## config.mk

```make
export PLATFORM = sky130hd
export DESIGN_NAME = i2c_mode_ctl
export DESIGN_NICKNAME = d
export VERILOG_FILES = /design/src/rtl/i2c_mode_pkg.sv /design/src/rtl/i2c_ctl_reg.sv /design/src/rtl/i2c_rx_hold.sv /design/src/rtl/i2c_setup_timer.sv /design/src/rtl/i2c_mode_ctl.sv
export SDC_FILE = /design/constraint.sdc
export NUM_CORES = 1
export LEC_CHECK = 0
export CORE_MARGIN = 4
export CORE_UTILIZATION = 35
export DETAILED_ROUTE_END_ITERATION = 6
export DONT_BUFFER_PORTS = 1
export GPL_ROUTABILITY_DRIVEN = 0
export GPL_TIMING_DRIVEN = 0
export SYNTH_ARGS = -nofsm -noshare
export SYNTH_HDL_FRONTEND = slang
export SYNTH_SLANG_ARGS = --single-unit
```

## constraint.sdc

```tcl
create_clock -name clk -period 2 [get_ports clk]
set_input_delay 0.2 -clock clk [delete_from_list [all_inputs] [get_ports clk]]
set_output_delay 0.2 -clock clk [all_outputs]
set_load 0.005 [all_outputs]
```

## src/rtl/i2c_mode_pkg.sv

```systemverilog
package i2c_mode_pkg;

    localparam int CLK_SEL_W = 4;

    typedef enum logic [1:0] {
        MODE_SLV_RX = 2'b00,
        MODE_SLV_TX = 2'b01,
        MODE_MST_RX = 2'b10,
        MODE_MST_TX = 2'b11
    } i2c_mode_e;

    // Packed MSB first: the field order is the software-visible layout.
    typedef struct packed {
        logic                 en;
        logic                 rx_stall;
        logic                 mst;
        logic                 trs;
        logic [CLK_SEL_W-1:0] clk_sel;
    } ctl_word_t;

    localparam int CTL_W = $bits(ctl_word_t);

endpackage

```

## src/rtl/i2c_ctl_reg.sv

```systemverilog
module i2c_ctl_reg
    import i2c_mode_pkg::*;
(
    input  logic             clk,
    input  logic             rst_n,
    input  logic             wr_en,
    input  logic [CTL_W-1:0] wdata,
    input  logic             arb_lost,
    input  logic             addr_match,
    input  logic             addr_rw,
    output ctl_word_t        ctl_q,
    output logic             halt_req
);

    ctl_word_t ctl_d;
    ctl_word_t wr_word;

    assign wr_word  = ctl_word_t'(wdata);
    assign halt_req = wr_en && !wr_word.en;

    always_comb begin
        ctl_d = ctl_q;
        if (wr_en) begin
            ctl_d = wr_word;
        end
        // Hardware mode updates act on the current mode and override the write.
        if (ctl_q.en) begin
            if (arb_lost && ctl_q.mst) begin
                ctl_d.mst = 1'b0;
                ctl_d.trs = 1'b0;
            end else if (addr_match && addr_rw && !ctl_q.mst && !ctl_q.trs) begin
                ctl_d.mst = 1'b0;
                ctl_d.trs = 1'b1;
            end
        end
    end

    always_ff @(posedge clk) begin
        if (!rst_n) begin
            ctl_q <= '0;
        end else begin
            ctl_q <= ctl_d;
        end
    end

endmodule

```

## src/rtl/i2c_rx_hold.sv

```systemverilog
module i2c_rx_hold (
    input  logic clk,
    input  logic rst_n,
    input  logic en,
    input  logic rx_stall,
    input  logic trs,
    input  logic rd_strobe,
    input  logic wr_en,
    input  logic wr_en_bit,
    input  logic wr_stall_bit,
    output logic hold_q
);

    logic hold_d;
    logic clr;
    logic set;

    always_comb begin
        clr    = !en || (wr_en && (!wr_en_bit || !wr_stall_bit));
        set    = en && rd_strobe && rx_stall && !trs;
        hold_d = hold_q;
        if (clr) begin
            hold_d = 1'b0;
        end else if (set) begin
            hold_d = 1'b1;
        end
    end

    always_ff @(posedge clk) begin
        if (!rst_n) begin
            hold_q <= 1'b0;
        end else begin
            hold_q <= hold_d;
        end
    end

endmodule

```

## src/rtl/i2c_setup_timer.sv

```systemverilog
module i2c_setup_timer #(
    parameter int SETUP_SHORT = 10,
    parameter int SETUP_LONG  = 20
) (
    input  logic clk,
    input  logic rst_n,
    input  logic en,
    input  logic halt,
    input  logic start,
    input  logic long_sel,
    output logic busy,
    output logic done
);

    localparam int CNT_W = $clog2(SETUP_LONG + 1);
    localparam logic [CNT_W-1:0] LOAD_SHORT = CNT_W'(SETUP_SHORT);
    localparam logic [CNT_W-1:0] LOAD_LONG  = CNT_W'(SETUP_LONG);
    localparam logic [CNT_W-1:0] CNT_ONE    = CNT_W'(1);

    typedef struct packed {
        logic [CNT_W-1:0] cnt;
        logic             done;
    } tmr_t;

    tmr_t st_d, st_q;

    always_comb begin
        st_d      = st_q;
        st_d.done = 1'b0;
        if (start) begin
            st_d.cnt = long_sel ? LOAD_LONG : LOAD_SHORT;
        end else if (st_q.cnt != '0) begin
            st_d.cnt  = st_q.cnt - CNT_ONE;
            st_d.done = (st_q.cnt == CNT_ONE);
        end
        if (!en || halt) begin
            st_d = '0;
        end
    end

    always_ff @(posedge clk) begin
        if (!rst_n) begin
            st_q <= '0;
        end else begin
            st_q <= st_d;
        end
    end

    assign busy = (st_q.cnt != '0);
    assign done = st_q.done;

endmodule

```

## src/rtl/i2c_mode_ctl.sv

```systemverilog
module i2c_mode_ctl
    import i2c_mode_pkg::*;
#(
    parameter int SETUP_SHORT = 10,
    parameter int SETUP_LONG  = 20
) (
    input  logic       clk,
    input  logic       rst_n,
    input  logic       reg_wr_en,
    input  logic [7:0] reg_wdata,
    output logic [7:0] reg_rdata,
    input  logic       arb_lost,
    input  logic       addr_match,
    input  logic       addr_rw,
    input  logic       rx_data_rd,
    input  logic       scl_fall,
    output logic [1:0] mode_o,
    output logic       bus_drive_en,
    output logic       rx_hold,
    output logic       setup_busy,
    output logic       setup_done
);

    ctl_word_t ctl_q;
    ctl_word_t wr_word;
    logic      halt_req;
    i2c_mode_e mode;
    logic      tmr_start;

    assign wr_word = ctl_word_t'(reg_wdata);

    i2c_ctl_reg u_reg (
        .clk       (clk),
        .rst_n     (rst_n),
        .wr_en     (reg_wr_en),
        .wdata     (reg_wdata),
        .arb_lost  (arb_lost),
        .addr_match(addr_match),
        .addr_rw   (addr_rw),
        .ctl_q     (ctl_q),
        .halt_req  (halt_req)
    );

    assign mode      = i2c_mode_e'({ctl_q.mst, ctl_q.trs});
    assign tmr_start = ctl_q.en && scl_fall && (mode == MODE_SLV_TX);

    i2c_rx_hold u_hold (
        .clk         (clk),
        .rst_n       (rst_n),
        .en          (ctl_q.en),
        .rx_stall    (ctl_q.rx_stall),
        .trs         (ctl_q.trs),
        .rd_strobe   (rx_data_rd),
        .wr_en       (reg_wr_en),
        .wr_en_bit   (wr_word.en),
        .wr_stall_bit(wr_word.rx_stall),
        .hold_q      (rx_hold)
    );

    i2c_setup_timer #(
        .SETUP_SHORT(SETUP_SHORT),
        .SETUP_LONG (SETUP_LONG)
    ) u_tmr (
        .clk     (clk),
        .rst_n   (rst_n),
        .en      (ctl_q.en),
        .halt    (halt_req),
        .start   (tmr_start),
        .long_sel(ctl_q.clk_sel[CLK_SEL_W-1]),
        .busy    (setup_busy),
        .done    (setup_done)
    );

    assign reg_rdata    = ctl_q;
    assign mode_o       = mode;
    assign bus_drive_en = ctl_q.en;

endmodule

```

# [Word-level counts from Yosys, hierarchy flattened]
# Index checks and enable logic that the tools add are counted.
[totals] register_bits=15 latchBits=0 ram_bits=0 romBits=0 input_bits=16 out_inout_bits=14 elab_cells=44 n_memories=0
[classes] n_addsub=1 n_mul=0 n_div=0 magnitude_cmp=0 n_eq_ne=2 shifts=0 muxes=7 bitwise_logic=2 reduce_logical=24
[ops] operator="$mux 6" n=2
[ops] operator="$logic_and 1x1->1" n=11
[ops] operator="$mux 5" n=2
[ops] operator="$mux 2" n=3
[ops] operator="$eq 5x1->1 const B" n=1
[ops] operator="$logic_not 1->1" n=5
[ops] operator="$reduce_bool 5->1" n=1
[ops] operator="$sub 5x1->5 const B" n=1
[ops] operator="$reduce_or 2->1" n=2
[ops] operator="$reduce_or 4->1" n=1
[ops] operator="$logic_or 1x1->1" n=3
[ops] operator="$eq 2x1->1 const B" n=1
[ops] operator="$not 1->1" n=2
[ops] operator="$reduce_bool 2->1" n=1

# [Depth between registers and ports, before layout]
# Gate-level depths: netlist of run 1.
[logic_depth] ltp_word=6 ltp_mapped=6 mapped_depth_nobuf=5

# [Cells and area by module]
# A second synthesis of run 1 with hierarchy kept.
[unflattened] cells_unflattened=77 area_unflattened_um2=759.5
[by_module_without_submodules] mod="i2c_setup_timer" n_inst=1 cells_per_inst=37 area_each_um2=341.6 seq_area_each_um2=120.1
[by_module_without_submodules] mod="i2c_ctl_reg" n_inst=1 cells_per_inst=30 area_each_um2=331.6 seq_area_each_um2=160.2
[by_module_without_submodules] mod="i2c_rx_hold" n_inst=1 cells_per_inst=6 area_each_um2=53.8 seq_area_each_um2=20.0
[by_module_without_submodules] mod="i2c_mode_ctl" n_inst=1 cells_per_inst=4 area_each_um2=32.5 seq_area_each_um2=0.0

# [Worst setup path before layout of run 1]
# No wires, ideal clock.
[synth_timing] path_type="reg2reg" startpoint="register u_tmr.st_q[1] (netlist bit)" endpoint="register u_tmr.st_q[2] (netlist bit)" setup_time_ps=69 arrival_ps=1517 required_time_ps=1931 path_slack_ps=414 path_stages_with_launch=7 n_path_buf=1 synth_period_minus_slack_ps=1586 path_cell_list="dfxtp_1 > inv_1 > ha_1 > or4b_1 > buf_2 > mux2_4 > o21ai_2"
[synth_between] elab_cells_between_ends=5 classes_between="add/sub (1); mux (2); reduce/logical (2)"
[synth_rtl] element="start, declared" line="i2c_setup_timer.sv:25" text="tmr_t st_d, st_q;"
[synth_rtl] element="start signal, assigned" line="i2c_setup_timer.sv:45" text="st_q <= st_d;"
[synth_rtl] element="$reduce_bool 5->1"
[synth_rtl] element="named net setup_busy" line="i2c_mode_ctl.sv:20" text="output logic setup_busy,"
[synth_rtl] element="$reduce_bool 2->1 (no line)"
# The timed path passes the listed nets, and every way through them passes these cells. The select of a mux whose other input is x is not followed.
# A chain may end at the register's enable or synchronous reset.

# [Worst setup path in the final report of run 1]
[layout_timing] startpoint="register u_tmr.st_q[2] (netlist bit)" endpoint="register u_tmr.st_q[2] (netlist bit)"
# Same word-level chain as after synthesis.

==> results of run 1 <==
[where the power goes]
| group | switching, mW | total (mW) | internal, mW |
|---|---|---|---|
| registers | 0.0118 | 0.320 | 0.309 |
| clock network | 0.101 | 0.179 | 0.0774 |
| logic | 0.0216 | 0.0477 | 0.0261 |
[path summary, 6_finish.rpt]
check,startpoint,end,slack [ps],cells past startpoint
worst max register to register,u_tmr.st_q[2],u_tmr.st_q[2],310,6
worst min-delay path,reg_wdata[6],u_reg.ctl_q[6],80,2
worst min register to register,u_tmr.st_q[5],u_tmr.done,490,1
worst max-delay path,u_tmr.st_q[2],u_tmr.st_q[2],310,6
[cell usage after synthesis]
cell,instances,area share
or4b_1,3,0.040
nand2_1,2,0.010
buf_2,3,0.020
nand2b_1,1,0.0083
a31oi_1,1,0.0083
mux2i_1,8,0.11
nand4_1,3,0.025
mux2_4,1,0.020
nor3b_1,2,0.020
nor3_1,3,0.020
nor2_1,1,0.0050
nand4b_1,2,0.023
o21ai_2,1,0.012
nor2b_1,8,0.066
dfxtp_1,15,0.40
xnor2_1,3,0.035
a21oi_1,2,0.013
inv_1,3,0.015
o21ai_0,1,0.0066
xor2_1,1,0.012
o22ai_1,1,0.0083
nand3_1,3,0.020
buf_4,6,0.060
ha_1,3,0.050
[metrics by stage]
stage          instances  area (µm²)  hold slack (ps)
2_1_floorplan         77         754              370
3_3_place_gp         104         788              375
3_5_place_dp         104         788              380
4_1_cts              108         815             75.1
5_1_grt              108         815             81.8
6_report             108         815             77.8
[cell usage in the layout (no fill, tap or decap), drive strengths merged, types with 3 or more instances in the layout]
cell type	count
ha	3
or4b	3
dfxtp	15
clkbuf	4
nor2b	8
nor3	3
inv	3
nand3	3
xnor2	3
mux2i	8
buf	9
nand4	3
[layer usage]
layer  up-vias  wire, µm  part of all wire  global-route usage
li1        272         -                 -                   -
met1       255       649              0.44               0.136
met2        29       702              0.47               0.201
met3         0       137             0.092              0.0409
met4         0         0                 0              0.0622
met5         -         0                 0                   0
[flip-flops by register name, summed over array words and instances, names as in the netlist]
signal         cells
u_reg.ctl_q        8
u_tmr.st_q         5
u_hold.hold_q      1
u_tmr.done         1
[worst reg2reg max path, cell delays in order (launching register included)]
cell and delay (ps):
dfxtp_1 320, inv_1 110, ha_1 170, or4b_1 430
buf_2 180, mux2_4 310, o21ai_2 120
[layout make-up]
| cell class | instances | area, µm² | area share |
|---|---|---|---|
| Buffer | 9 | 60.1 | 0.0737 |
| Clock buffer | 4 | 26.3 | 0.0323 |
| Inverter | 3 | 11.3 | 0.0138 |
| Multi-Input combinational cell | 50 | 383 | 0.470 |
| Sequential cell | 15 | 300 | 0.369 |
| Tap cell | 27 | 33.8 | 0.0415 |
[kinds of logic after synthesis]
kind of cell | synth area share
xor+xnor | 0.0464
mux | 0.126
flops | 0.398
compound gates | 0.0481
fa+ha+maj | 0.0498
simple gates | 0.237
buf+inv | 0.0945
==> flow_metrics.tcl, run 1 <==
set metrics [dict create \
    setup_ws_ps 309 \
    synth_cell_types 24 \
    numCtsBuffers 3 \
    clock-sinks 15 \
    cp_slowest_cell "or4b_1" \
    drc_errors 0 \
    ant_nets 0 \
    rsz0062_at_grt "no" \
    hold_viol_final 0 \
    cts_tree "built" \
    finalPower_uw 547 \
    power.leakage_nw 0.322 \
    netlist_instances 77 \
    grt_max_degree 11 \
    vias_per_cell 5.15 \
    critPathRequiredTime_ps 2220 \
    path_clk_slew_ps 100 \
    port_buffers 0 \
    cts.htree.levels 1 \
    cp_num_buf_inv 2 \
    via_count 556 \
    power.density_nw_per_um2 671 \
    diodes 0 \
    dieArea_um2 2960 \
    nFillCells 219 \
    cts_hold_buffers 0 \
    cts_buffer_depth 2 \
    finClkSkew_ps 8.61 \
    synth_fp_nets 96 \
    top_level_ports 30 \
    first_iter_violations 3 \
    wire_per_inst_um 13.8 \
    final_util 0.407 \
    status "complete, no violations" \
    gr-usage-all-layers 0.121 \
    num_rows 16 \
    wirelength_mm 1.49 \
    final-setup-viol-count 0 \
    grt_pass1_vias 577 \
    cap_violations 0 \
    drive_gt1_frac 0.173 \
    cpPeakStageDelay_ps 430 \
    grt_antenna_before_repair 0 \
    hp-class "input pin to flop" \
    worst_pin_slew_ps 301 \
    path_class "flop to flop" \
    tns_ps 0 \
    grt_pass1_wl_mm 2.53 \
    period_share 0.846 \
    drtPass1Iterations 5 \
    syn_area_um2 754 \
    slew_violations 0 \
    core_um2 2000 \
    yosysSeqAreaShare 0.398 \
    synth_warnings 0 \
    startpoint_type "flop" \
    slew-limit-headroom 0.799 \
    crit_fanout 5 \
    ys_ff_latch 15 \
    hpwlAfterDp_mm 1.13 \
    dp_slack_ps 324 \
    avgSynthCellArea_um2 9.80 \
    cp_top_family "simple AND/OR/NAND/NOR gates" \
    cts-root-buf "clkbuf_4" \
    final_nets 101 \
    grt_overflow_total 0 \
    end_kind "flop" \
    fmax_mhz 591 \
    cts_setup_buffers 0 \
    die_w_um 54.4 \
    die_y_um 54.4 \
    start_util 0.377 \
    cp.arrival_ps 1910 \
    layout_min_cycle_time_ps 1690 \
    clk_latency_ps 290 \
    ir_worst_vdd_uv 329 \
    syn_to_final_growth_pct 7.96 \
    cts_resized 0 \
    cp_cell_sequence "inv_1 > ha_1 > or4b_1 > buf_2 > mux2_4 > o21ai_2" \
]
Power figures use the tool's default switching activity.
==> inputs of run 2 (changes only) <==
==> constraint.sdc (replaced) <==
create_clock -name clk -period 1.6 [get_ports clk]
set_input_delay 0.16 -clock clk [delete_from_list [all_inputs] [get_ports clk]]
set_output_delay 0.16 -clock clk [all_outputs]
set_load 0.005 [all_outputs]
==> run 2 against run 1 <==
Combinational power grew 25%. Clock power is 25% higher. Non-clock buffer count is 5 higher. Critical path depth is the same. Count of clock-buffer cells in the layout did not move. Power increased by 25%. Highest routed layer is now met4.
==> flow_metrics.tcl, run 2 (synthesis gave the netlist of run 1 again) <==
set metrics [dict create \
    cp_slowest_cell "or4b_4" \
    die_y_um 54.4 \
    diodes 0 \
    drtPass1Iterations 5 \
    power.leakage_nw 0.348 \
    worst_pin_slew_ps 302 \
    tns_ps 0 \
    cts_tree "built" \
    layout_min_cycle_time_ps 1590 \
    ir_worst_vdd_uv 410 \
    path_class "flop to flop" \
    slew_violations 0 \
    clk_latency_ps 290 \
    use_met2 0.213 \
    cts-root-buf "clkbuf_4" \
    port_buffers 0 \
    fmax_mhz 627 \
    nFillCells 214 \
    cp.arrival_ps 1810 \
    drive_gt1_frac 0.291 \
    grt_antenna_before_repair 0 \
    grt_util_met3 0.0409 \
    core_um2 2000 \
    final_nets 106 \
    wire_per_inst_um 14.0 \
    via_count 587 \
    grt_pass1_vias 601 \
    grt-busiest-layer "met2" \
    start_util 0.377 \
    grt_overflow_total 0 \
    final_util 0.438 \
    drc_errors 0 \
    cpPeakStageDelay_ps 450 \
    cp_top_family "simple AND/OR/NAND/NOR gates" \
    top_level_ports 30 \
    slew-limit-headroom 0.799 \
    largest_reg_flops 8 \
    reg.largest.list "u_reg.ctl_q (8), u_tmr.st_q (5)" \
    first_iter_violations 2 \
    grt_max_degree 11 \
    layout.cells.most_common "dfxtp_1" \
    gr-usage-met1 0.137 \
    die_w_um 54.4 \
    numCtsBuffers 3 \
    regMostFlops "u_reg.ctl_q" \
    gr-usage-all-layers 0.125 \
    final-setup-viol-count 0 \
    power.density_nw_per_um2 780 \
    crit_fanout 5 \
    grt_pass1_wl_mm 2.63 \
    setup_ws_ps 5.08 \
    path_clk_slew_ps 100 \
    period_share 0.997 \
    vias_per_cell 5.19 \
    cp_cell_sequence "inv_2 > ha_4 > or4b_4 > buf_6 > mux2_4 > o21ai_2" \
    end_kind "flop" \
    cp_num_buf_inv 2 \
    num_rows 16 \
    startpoint_type "flop" \
    dieArea_um2 2960 \
    clock-sinks 15 \
    syn_to_final_growth_pct 16.3 \
    cap_violations 0 \
    rsz0062_at_grt "yes" \
    ant_nets 0 \
    cts.htree.levels 1 \
    final_cell_mix "dfxtp_1 (13), buf_4 (11), nor2b_1 (8), mux2i_1 (8)" \
    dp_slack_ps -76.3 \
    cts_buffer_depth 2 \
    finClkSkew_ps 8.43 \
    critPathRequiredTime_ps 1820 \
    status "complete, no violations" \
    wirelength_mm 1.58 \
    hold_viol_final 0 \
    hp-class "input pin to flop" \
    hpwlAfterDp_mm 1.13 \
    finalPower_uw 684 \
]
## run 2: worst reg2reg max path, stage by stage (launching register included)
cell,delay (ps)
dfxtp_2,330
inv_2,80
ha_4,130
or4b_4,450
buf_6,150
mux2_4,300
o21ai_2,100
## run 2: layout make-up
type	count	area, µm²	area share
multi-input combinational	50	399	0.455
sequential	15	303	0.345
buffer	9	66.3	0.0756
timing repair buffer	5	37.5	0.0428
tap	27	33.8	0.0385
clock buffer	4	26.3	0.0300
inverter	3	11.3	0.0128
## run 2: final timing paths
check / from / endpoint / slack, ps / cells after the start
setup / recovery: u_tmr.st_q[1] / u_tmr.st_q[2] / 5 / 6
hold / removal: reg_wdata[6] / u_reg.ctl_q[6] / 40 / 2
setup reg to reg: u_tmr.st_q[1] / u_tmr.st_q[2] / 5 / 6
hold reg to reg: u_tmr.st_q[5] / u_tmr.done / 500 / 1
## run 2: power breakdown
part / total (mW) / leakage (nW) / internal (mW) / switching, mW
logic: 0.0598 / 0.210 / 0.0331 / 0.0267
clock network: 0.224 / 0.0150 / 0.0969 / 0.127
registers: 0.400 / 0.123 / 0.386 / 0.0148
total: 0.684 / 0.348 / 0.516 / 0.169
## run 2: through the flow
stage | hold slack (ps) | instance area (µm²) | std cells
floorplan | 330 | 754 | 77
global placement | 335 | 788 | 104
detailed placement | 340 | 788 | 104
CTS | 35.1 | 870 | 112
global route | 41.9 | 877 | 113
finish | 35.7 | 877 | 113
## run 2: routing by layer
layer,up-vias,share of wire
met5,-,0
met2,24,0.48
met4,0,0.0082
met1,278,0.43
met3,2,0.088
li1,283,-
## run 2: what timing repair did
action / CTS / global route
setup buffers: 4 / 1
hold buffers: 0 / 0
pin swaps: 1 / 0
gates cloned: 0 / 0
setup endpoints to repair: 2 / 2
gates resized for setup: 9 / 0
